### src/rtl/sfr_pkg.sv
package sfr_pkg;

  typedef enum logic [1:0] {
    ST_IDLE,
    ST_CMD,
    ST_DATA,
    ST_END
  } seq_state_e;

  localparam logic [7:0] OPC_READ      = 8'h03;
  localparam logic [7:0] OPC_READ_DUAL = 8'h3B;
  localparam int         ADDR_W        = 24;

  // number of bytes in the command phase for the chosen mode
  function automatic logic [2:0] cmd_bytes(input logic dual);
    return dual ? 3'd5 : 3'd4;
  endfunction

  // command byte at position idx: opcode, addr high/mid/low, dummy
  function automatic logic [7:0] cmd_byte(input logic [2:0] idx,
                                          input logic [ADDR_W-1:0] addr,
                                          input logic dual);
    logic [7:0] b;
    case (idx)
      3'd0:    b = dual ? OPC_READ_DUAL : OPC_READ;
      3'd1:    b = addr[23:16];
      3'd2:    b = addr[15:8];
      3'd3:    b = addr[7:0];
      default: b = 8'h00;
    endcase
    return b;
  endfunction

  // serial clocks needed for one byte
  function automatic logic [3:0] clocks_per_byte(input logic dual);
    return dual ? 4'd4 : 4'd8;
  endfunction

endpackage

### src/rtl/sfr_sck_gen.sv
module sfr_sck_gen #(
  parameter int HALF = 2
) (
  input  logic clk,
  input  logic rst_n,
  input  logic run_i,
  output logic sck_o,
  output logic rise_ev_o,
  output logic fall_ev_o
);
  localparam int CW = (HALF > 1) ? $clog2(HALF) : 1;

  logic [CW-1:0] cnt_q;
  logic          wrap;

  assign wrap      = run_i && (cnt_q == CW'(HALF - 1));
  assign rise_ev_o = wrap && !sck_o;
  assign fall_ev_o = wrap && sck_o;

  always_ff @(posedge clk or negedge rst_n) begin
    if (!rst_n) begin
      cnt_q <= '0;
      sck_o <= 1'b0;
    end else if (!run_i) begin
      cnt_q <= '0;
      sck_o <= 1'b0;
    end else if (wrap) begin
      cnt_q <= '0;
      sck_o <= ~sck_o;
    end else begin
      cnt_q <= cnt_q + CW'(1);
    end
  end

  // every edge event alternates: a rise can only follow a low clock
  assert_rise_from_low_R7: assert property (@(posedge clk) disable iff (!rst_n)
    rise_ev_o |=> sck_o);

endmodule

### src/rtl/sfr_byte_shift.sv
module sfr_byte_shift (
  input  logic       clk,
  input  logic       rst_n,
  input  logic       load_i,
  input  logic       load_dual_i,
  input  logic [7:0] tx_byte_i,
  input  logic       kill_i,
  input  logic       rise_ev_i,
  input  logic       fall_ev_i,
  input  logic       io0_i,
  input  logic       io1_i,
  output logic       mosi_o,
  output logic       busy_o,
  output logic       byte_done_o,
  output logic [7:0] rx_byte_o
);
  import sfr_pkg::*;

  logic [7:0] tx_sh_q;
  logic [7:0] rx_sh_q;
  logic [3:0] clk_cnt_q;
  logic       dual_q;
  logic       last_clk_seen;

  assign last_clk_seen = (clk_cnt_q == clocks_per_byte(dual_q));
  assign byte_done_o   = busy_o && fall_ev_i && last_clk_seen;
  assign mosi_o        = tx_sh_q[7];
  assign rx_byte_o     = rx_sh_q;

  always_ff @(posedge clk or negedge rst_n) begin
    if (!rst_n) begin
      tx_sh_q   <= '0;
      rx_sh_q   <= '0;
      clk_cnt_q <= '0;
      dual_q    <= 1'b0;
      busy_o    <= 1'b0;
    end else if (kill_i) begin
      busy_o  <= 1'b0;
      tx_sh_q <= '0;
    end else if (load_i) begin
      tx_sh_q   <= tx_byte_i;
      clk_cnt_q <= '0;
      dual_q    <= load_dual_i;
      busy_o    <= 1'b1;
    end else if (busy_o) begin
      if (rise_ev_i) begin
        clk_cnt_q <= clk_cnt_q + 4'd1;
        if (dual_q) rx_sh_q <= {rx_sh_q[5:0], io1_i, io0_i};
        else        rx_sh_q <= {rx_sh_q[6:0], io1_i};
      end
      if (fall_ev_i) begin
        tx_sh_q <= {tx_sh_q[6:0], 1'b0};
        if (last_clk_seen) busy_o <= 1'b0;
      end
    end
  end

  assert_clk_count_bound_R4: assert property (@(posedge clk) disable iff (!rst_n)
    (busy_o && rise_ev_i) |-> (clk_cnt_q < clocks_per_byte(dual_q)));

  assert_no_edges_when_idle_R7: assert property (@(posedge clk) disable iff (!rst_n)
    !busy_o |-> !(rise_ev_i || fall_ev_i));

endmodule

### src/rtl/spi_flash_rd_seq.sv
module spi_flash_rd_seq #(
  parameter int LEN_W    = 16,
  parameter int SCK_HALF = 2
) (
  input  logic             clk,
  input  logic             rst_n,
  input  logic             start_i,
  input  logic [23:0]      addr_i,
  input  logic [LEN_W-1:0] len_i,
  input  logic             dual_i,
  input  logic             cs_idle_i,
  input  logic             abort_i,
  output logic [7:0]       rd_data_o,
  output logic             rd_valid_o,
  output logic             done_o,
  output logic             sck_o,
  output logic             cs_o,
  output logic             mosi_o,
  output logic             mosi_oe_o,
  input  logic             io0_i,
  input  logic             io1_i
);
  import sfr_pkg::*;

  seq_state_e       state_q;
  logic [23:0]      addr_q;
  logic [LEN_W-1:0] left_q;
  logic             dual_q;
  logic [2:0]       idx_q;
  logic             cs_act_q;

  // internal events, named for the assertions
  logic       sck_rise, sck_fall;
  logic       shift_busy, byte_done, shift_mosi;
  logic [7:0] rx_byte;
  logic       accept, kill, last_cmd, last_data, no_data;
  logic       load, load_dual;
  logic [7:0] tx_byte;

  assign accept    = (state_q == ST_IDLE) && start_i;
  assign kill      = abort_i && ((state_q == ST_CMD) || (state_q == ST_DATA));
  assign last_cmd  = (idx_q == (cmd_bytes(dual_q) - 3'd1));
  assign last_data = (left_q == LEN_W'(1));
  assign no_data   = (left_q == '0);

  always_comb begin
    load      = 1'b0;
    load_dual = 1'b0;
    tx_byte   = 8'h00;
    if (accept) begin
      load    = 1'b1;
      tx_byte = cmd_byte(3'd0, addr_i, dual_i);
    end else if (!kill && byte_done) begin
      if (state_q == ST_CMD) begin
        if (!last_cmd) begin
          load    = 1'b1;
          tx_byte = cmd_byte(idx_q + 3'd1, addr_q, dual_q);
        end else if (!no_data) begin
          load      = 1'b1;
          load_dual = dual_q;
        end
      end else if ((state_q == ST_DATA) && !last_data) begin
        load      = 1'b1;
        load_dual = dual_q;
      end
    end
  end

  sfr_sck_gen #(.HALF(SCK_HALF)) u_sck (
    .clk       (clk),
    .rst_n     (rst_n),
    .run_i     (shift_busy && !kill),
    .sck_o     (sck_o),
    .rise_ev_o (sck_rise),
    .fall_ev_o (sck_fall)
  );

  sfr_byte_shift u_shift (
    .clk         (clk),
    .rst_n       (rst_n),
    .load_i      (load),
    .load_dual_i (load_dual),
    .tx_byte_i   (tx_byte),
    .kill_i      (kill),
    .rise_ev_i   (sck_rise),
    .fall_ev_i   (sck_fall),
    .io0_i       (io0_i),
    .io1_i       (io1_i),
    .mosi_o      (shift_mosi),
    .busy_o      (shift_busy),
    .byte_done_o (byte_done),
    .rx_byte_o   (rx_byte)
  );

  always_ff @(posedge clk or negedge rst_n) begin
    if (!rst_n) begin
      state_q    <= ST_IDLE;
      addr_q     <= '0;
      left_q     <= '0;
      dual_q     <= 1'b0;
      idx_q      <= '0;
      cs_act_q   <= 1'b0;
      rd_data_o  <= '0;
      rd_valid_o <= 1'b0;
      done_o     <= 1'b0;
    end else begin
      rd_valid_o <= 1'b0;
      done_o     <= 1'b0;
      case (state_q)
        ST_IDLE: begin
          if (start_i) begin
            addr_q   <= addr_i;
            left_q   <= len_i;
            dual_q   <= dual_i;
            idx_q    <= '0;
            cs_act_q <= 1'b1;
            state_q  <= ST_CMD;
          end
        end
        ST_CMD: begin
          if (kill) begin
            cs_act_q <= 1'b0;
            done_o   <= 1'b1;
            state_q  <= ST_END;
          end else if (byte_done) begin
            if (!last_cmd) begin
              idx_q <= idx_q + 3'd1;
            end else if (no_data) begin
              cs_act_q <= 1'b0;
              done_o   <= 1'b1;
              state_q  <= ST_END;
            end else begin
              state_q <= ST_DATA;
            end
          end
        end
        ST_DATA: begin
          if (kill) begin
            cs_act_q <= 1'b0;
            done_o   <= 1'b1;
            state_q  <= ST_END;
          end else if (byte_done) begin
            rd_valid_o <= 1'b1;
            rd_data_o  <= rx_byte;
            left_q     <= left_q - LEN_W'(1);
            if (last_data) begin
              cs_act_q <= 1'b0;
              done_o   <= 1'b1;
              state_q  <= ST_END;
            end
          end
        end
        default: state_q <= ST_IDLE;
      endcase
    end
  end

  assign cs_o      = cs_act_q ? ~cs_idle_i : cs_idle_i;
  assign mosi_o    = cs_act_q && shift_mosi;
  assign mosi_oe_o = cs_act_q && !((state_q == ST_DATA) && dual_q);

  assert_sck_low_deselected_R7: assert property (@(posedge clk) disable iff (!rst_n)
    !cs_act_q |-> !sck_o);

  assert_done_one_cycle_R8: assert property (@(posedge clk) disable iff (!rst_n)
    done_o |=> !done_o);

  assert_done_with_release_R8: assert property (@(posedge clk) disable iff (!rst_n)
    done_o |-> (cs_o == cs_idle_i));

  assert_mosi_stable_high_R2: assert property (@(posedge clk) disable iff (!rst_n)
    (sck_o && $past(sck_o)) |-> $stable(mosi_o));

  assert_start_ignored_R11: assert property (@(posedge clk) disable iff (!rst_n)
    ((state_q != ST_IDLE) && start_i) |=> ($stable(addr_q) && $stable(dual_q)));

  assert_valid_from_data_R6: assert property (@(posedge clk) disable iff (!rst_n)
    rd_valid_o |-> ($past(state_q) == ST_DATA));

  assert_dual_releases_io0_R5: assert property (@(posedge clk) disable iff (!rst_n)
    ((state_q == ST_DATA) && dual_q) |-> !mosi_oe_o);

  assert_abort_stops_R10: assert property (@(posedge clk) disable iff (!rst_n)
    kill |=> (done_o && !sck_o));

endmodule

### config.mk
export PLATFORM = sky130hd
export DESIGN_NAME = spi_flash_rd_seq
export DESIGN_NICKNAME = d
export VERILOG_FILES = /design/src/rtl/sfr_pkg.sv /design/src/rtl/sfr_sck_gen.sv /design/src/rtl/sfr_byte_shift.sv /design/src/rtl/spi_flash_rd_seq.sv
export SDC_FILE = /design/constraint.sdc
export NUM_CORES = 1
export LEC_CHECK = 0
export CORE_MARGIN = 8
export CORE_UTILIZATION = 45
export DETAILED_ROUTE_END_ITERATION = 8
export MAX_ROUTING_LAYER = met4
export PLACE_DENSITY = 0.71
export SLEW_MARGIN = 15
export SYNTH_ARGS = -nofsm -noshare
export SYNTH_HDL_FRONTEND = slang
export SYNTH_HIERARCHICAL = 1
export SYNTH_SLANG_ARGS = --single-unit
### constraint.sdc
create_clock -name clk -period 2.8 [get_ports clk]
set_input_delay 0.28 -clock clk [delete_from_list [all_inputs] [get_ports clk]]
set_output_delay 0.28 -clock clk [all_outputs]
set_load 0.01 [all_outputs]
==> metrics.md <==
| Metric | Value |
|---|---|
| Status | complete, no violations |
| Max-slew headroom | 0.3171 |
| Switching power | 2.207 mW |
| IO Count | 62 |
| Gpl congestion | 0.7772 |
| Mux contribution to synthesized area | 0.1459 |
| Final-report max-slew violation count | 0 |
| Filler cell count | 827 |
| CP Capture Type | flip-flop |
| Row cnt | 36 |
| Die Ht | 114.3 um |
| Storage element area | 2027 um^2 |
| Slowest Stage Delay on Critical Path | 0.42 ns |
| TritonCTS clock tree | yes |
| Clk sinks | 81 |
| Mapped Nets | 477 |
| GRT overflow | 0 |
| Clock network fraction of total power | 0.161 |
| Initial Utilization | 0.4532 |
| Final Non-Filler Cells | 629 |
| Worst reg2reg endpoint | left_q[10] |
| Clk root buf | clkbuf_8 |
| Num CTS Buffers | 9 |
| Clock transition at path regs | 0.08 ns |
| I/O Buffers | 61 |
| Final hold violation count | 0 |
| Worst reg2reg path depth | 13 |
| Die width | 114.3 um |
| Multi-input logic area | 2252 um^2 |
| Max Buffers Root-to-Sink | 2 |
| Clk_lat worst skew | 0.35 ns |
| Sequential area share after synthesis | 0.4662 |
| Final worst slack | 0.1202 ns |
| Post-CTS Hold Buffers | 0 |
| Most common cell on crit path | buf_12 |
| Register bit total from synthesis | 81 |
| Area contributors post-synth | dfrtp_1, mux2_2, mux2i_1 |
| Power share of the sequential group | 0.378 |
| Routed vias | 3423 |
| Hold/Removal Path Class | in2async |
| Final #Nets | 552 |
| Min Tclk post-route | 2.680 ns |
| Pre-Repair DR Iteration Count | 4 |
| Initial antenna violation count | 0 |
| H-tree depth | 3 |
| Post-Place Cells | 608 |
| Switching share of total power | 0.3919 |
| Compound-cell area share of the yosys netlist | 0.1462 |
| Via density | 5.442 |
| CORE AREA | 9594 um^2 |
| Post-synth ARST share | 1.000 |
| Final core occ | 0.5754 |
| Post-route DRC | 0 |
| Total design power | 5.632 mW |
| First-pass GRT wire length | 16.66 mm |
| Place WS | -0.1024 ns |
| Synth warnings | 6 |
| Skew final | 0.007529 ns |
| Worst Path Max Fanout | 28 |
| Yosys cell types | 61 |
| Post-Syn Area | 4348 um^2 |
| Area leader, netlist | dfrtp_1 |
| Crit-path cells | inv_2 -> ha_4 -> nand2_4 -> and2_4 -> and3_4 -> and4_4 -> a21bo_4 -> buf_12 -> a211oi_4 -> buf_12 -> and4_1 -> o21ai_1 -> o221a_2 |
| Reg-to-Reg Start | state_q[0] |
| Max cap viols | 0 |
| P_int | 3.425 mW |
| CP max stage cell | dfrtp_1 |
| Largest family of logic cells by synthesized area | simple AND/OR/NAND/NOR gates |
| Vias in the first global route | 3338 |
| Setup total negative slack | 0 ns |
| Setup violations, final | 0 |
| Area growth syn-to-layout | 26.96% |
| Data arrival, critical path | 2.93 ns |
| Antenna Cells | 0 |
| CP Launch Type | flip-flop |
| Final ANT Viol Nets | 0 |
| RSZ-0062 raised after global routing | yes |
| Largest net degree at the start of global routing | 82 |
| DRT iter0 DRCs | 234 |
| Post-synth EDFFs | 0 |
| Post-Synth XOR/XNOR Area | 0.006043 |
| Most frequent cell after synthesis | dfrtp_1 |
| Die area | 13060 um^2 |
| Combinational cell fraction of total power | 0.460 |
| Total Routing Usage GR | 0.1634 |
| Leakage | 2.327 nW |
| Slew at the pin closest to its max-slew limit | 1.024 ns |
| Post-Synth Simple-Gate Area | 0.1640 |
| Total Routed Length | 9.990 mm |
| Post-synth top area share | 0.4662 |
| Fraction of layout cells with a size suffix above 1 | 0.1915 |
| CP required | 3.05 ns |
| Crit Path Class | reg2reg |
| DR WL/cell | 15.88 um |
| Top cells by count, synth | dfrtp_1, nand2_1, mux2_2 |
| Period utilization | 0.9571 |
| FF-to-FF setup slack | 0.12 ns |
| Cells after Synth | 416 |
| Pwr Density | 1020 nW/um^2 |
| Final HPWL DP | 7.025 mm |
| Worst ir drop on vdd | 0.0004670 V |
| Fmax | 373.2 MHz |
| Synth Flop Type | dfrtp_1 |
| Avg Cell Area, Syn | 10.45 um^2 |
| Adder-cell share of the synthesized area | 0.03741 |
==> per-stage QoR <==
| step | area (um^2) | hold WS (ns) |
|---|---|---|
| floorplan | 4352 | -0.01559 |
| global placement | 5190 | 0.4576 |
| detailed placement | 5190 | 0.4663 |
| CTS | 5426 | 0.1394 |
| global route | 5520 | 0.1935 |
| finish | 5520 | 0.08073 |
==> worst max-delay path, delay by kind of cell, from the launching register on <==
family | cells | cell delay (ns)
simple gates | 5 | 0.78
buf+inv | 3 | 0.44
compound gates | 4 | 0.71
fa+ha+maj | 1 | 0.21
flops | 1 | 0.42
==> cell type report <==
type	instances	area share
multi-input cells	302	0.4080
clock buffers	13	0.02516
well taps	133	0.03015
inverters	12	0.008160
flip-flops and latches	81	0.3672
repair buffers	85	0.1496
clock inverters	3	0.01179
==> cell families after synthesis <==
kind of cell,count (synthesis)
adder cells (fa/ha/maj),13
flip-flops,81
AO/OA/AOI/OAI,97
AND/OR/NAND/NOR,130
buffers and inverters,33
multiplexers,59
XOR/XNOR,3
==> state kept, by name, indices dropped and copies added (netlist names), 2 cells and up <==
name               count
idx_q                  3
state_q                2
u_shift/rx_byte_o      8
rd_data_o              8
u_shift/tx_sh_q        8
left_q                16
addr_q                24
u_shift/clk_cnt_q      4
==> layout by cell type, fill, tap and decap left out, drive strengths merged, types with 5 or more instances in the layout <==
master,n
inv,12
nand2,40
a22oi,6
ha,13
nor2,26
and3,5
o22ai,13
o21ai,21
nand3,12
clkbuf,13
dfrtp,81
buf,25
nor4,6
mux2,35
mux2i,24
a21oi,26
nor2b,5
o31ai,8
clkdlybuf4s50,60
==> power groups by stage <==
stage | Clock, mW | Sequential (mW) | Combinational (mW)
final | 0.909 | 2.13 | 2.59
after global routing | 0.988 | 2.21 | 2.87
after CTS | 0.939 | 2.12 | 2.52
after detailed placement | 0 | 2.14 | 2.46
after global placement | 0 | 2.11 | 2.37
after floorplan | 0 | 2.02 | 1.82
==> layer usage <==
metal / share of wire / GRT usage
met1: 0.45 / 0.2089
met2: 0.51 / 0.2532
met3: 0.028 / 0.02373
met4: 0.010 / 0.07187
met5: 0 / -
==> how the worst max path moves through the flow <==
stage	start	to	slack [ns]
3_3_place_gp	abort_i	u_shift/tx_sh_q[0]	0.04
4_1_cts	state_q[0]	idx_q[2]	-0.003
3_5_place_dp	abort_i	u_shift/tx_sh_q[4]	-0.10
2_1_floorplan	state_q[0]	u_shift/tx_sh_q[5]	0.02
6_report	state_q[0]	left_q[10]	0.12
5_1_grt	state_q[0]	u_shift/tx_sh_q[5]	-0.03
==> timing repair <==
item | CTS | global route
setup buffers | 0 | 5
endpoints found under the setup margin | 9 | 32
hold endpoints to repair | 0 | 0
gates resized for setup | 5 | 14
pin swaps | 1 | 6
No activity file was read; power rests on OpenSTA's default activity.
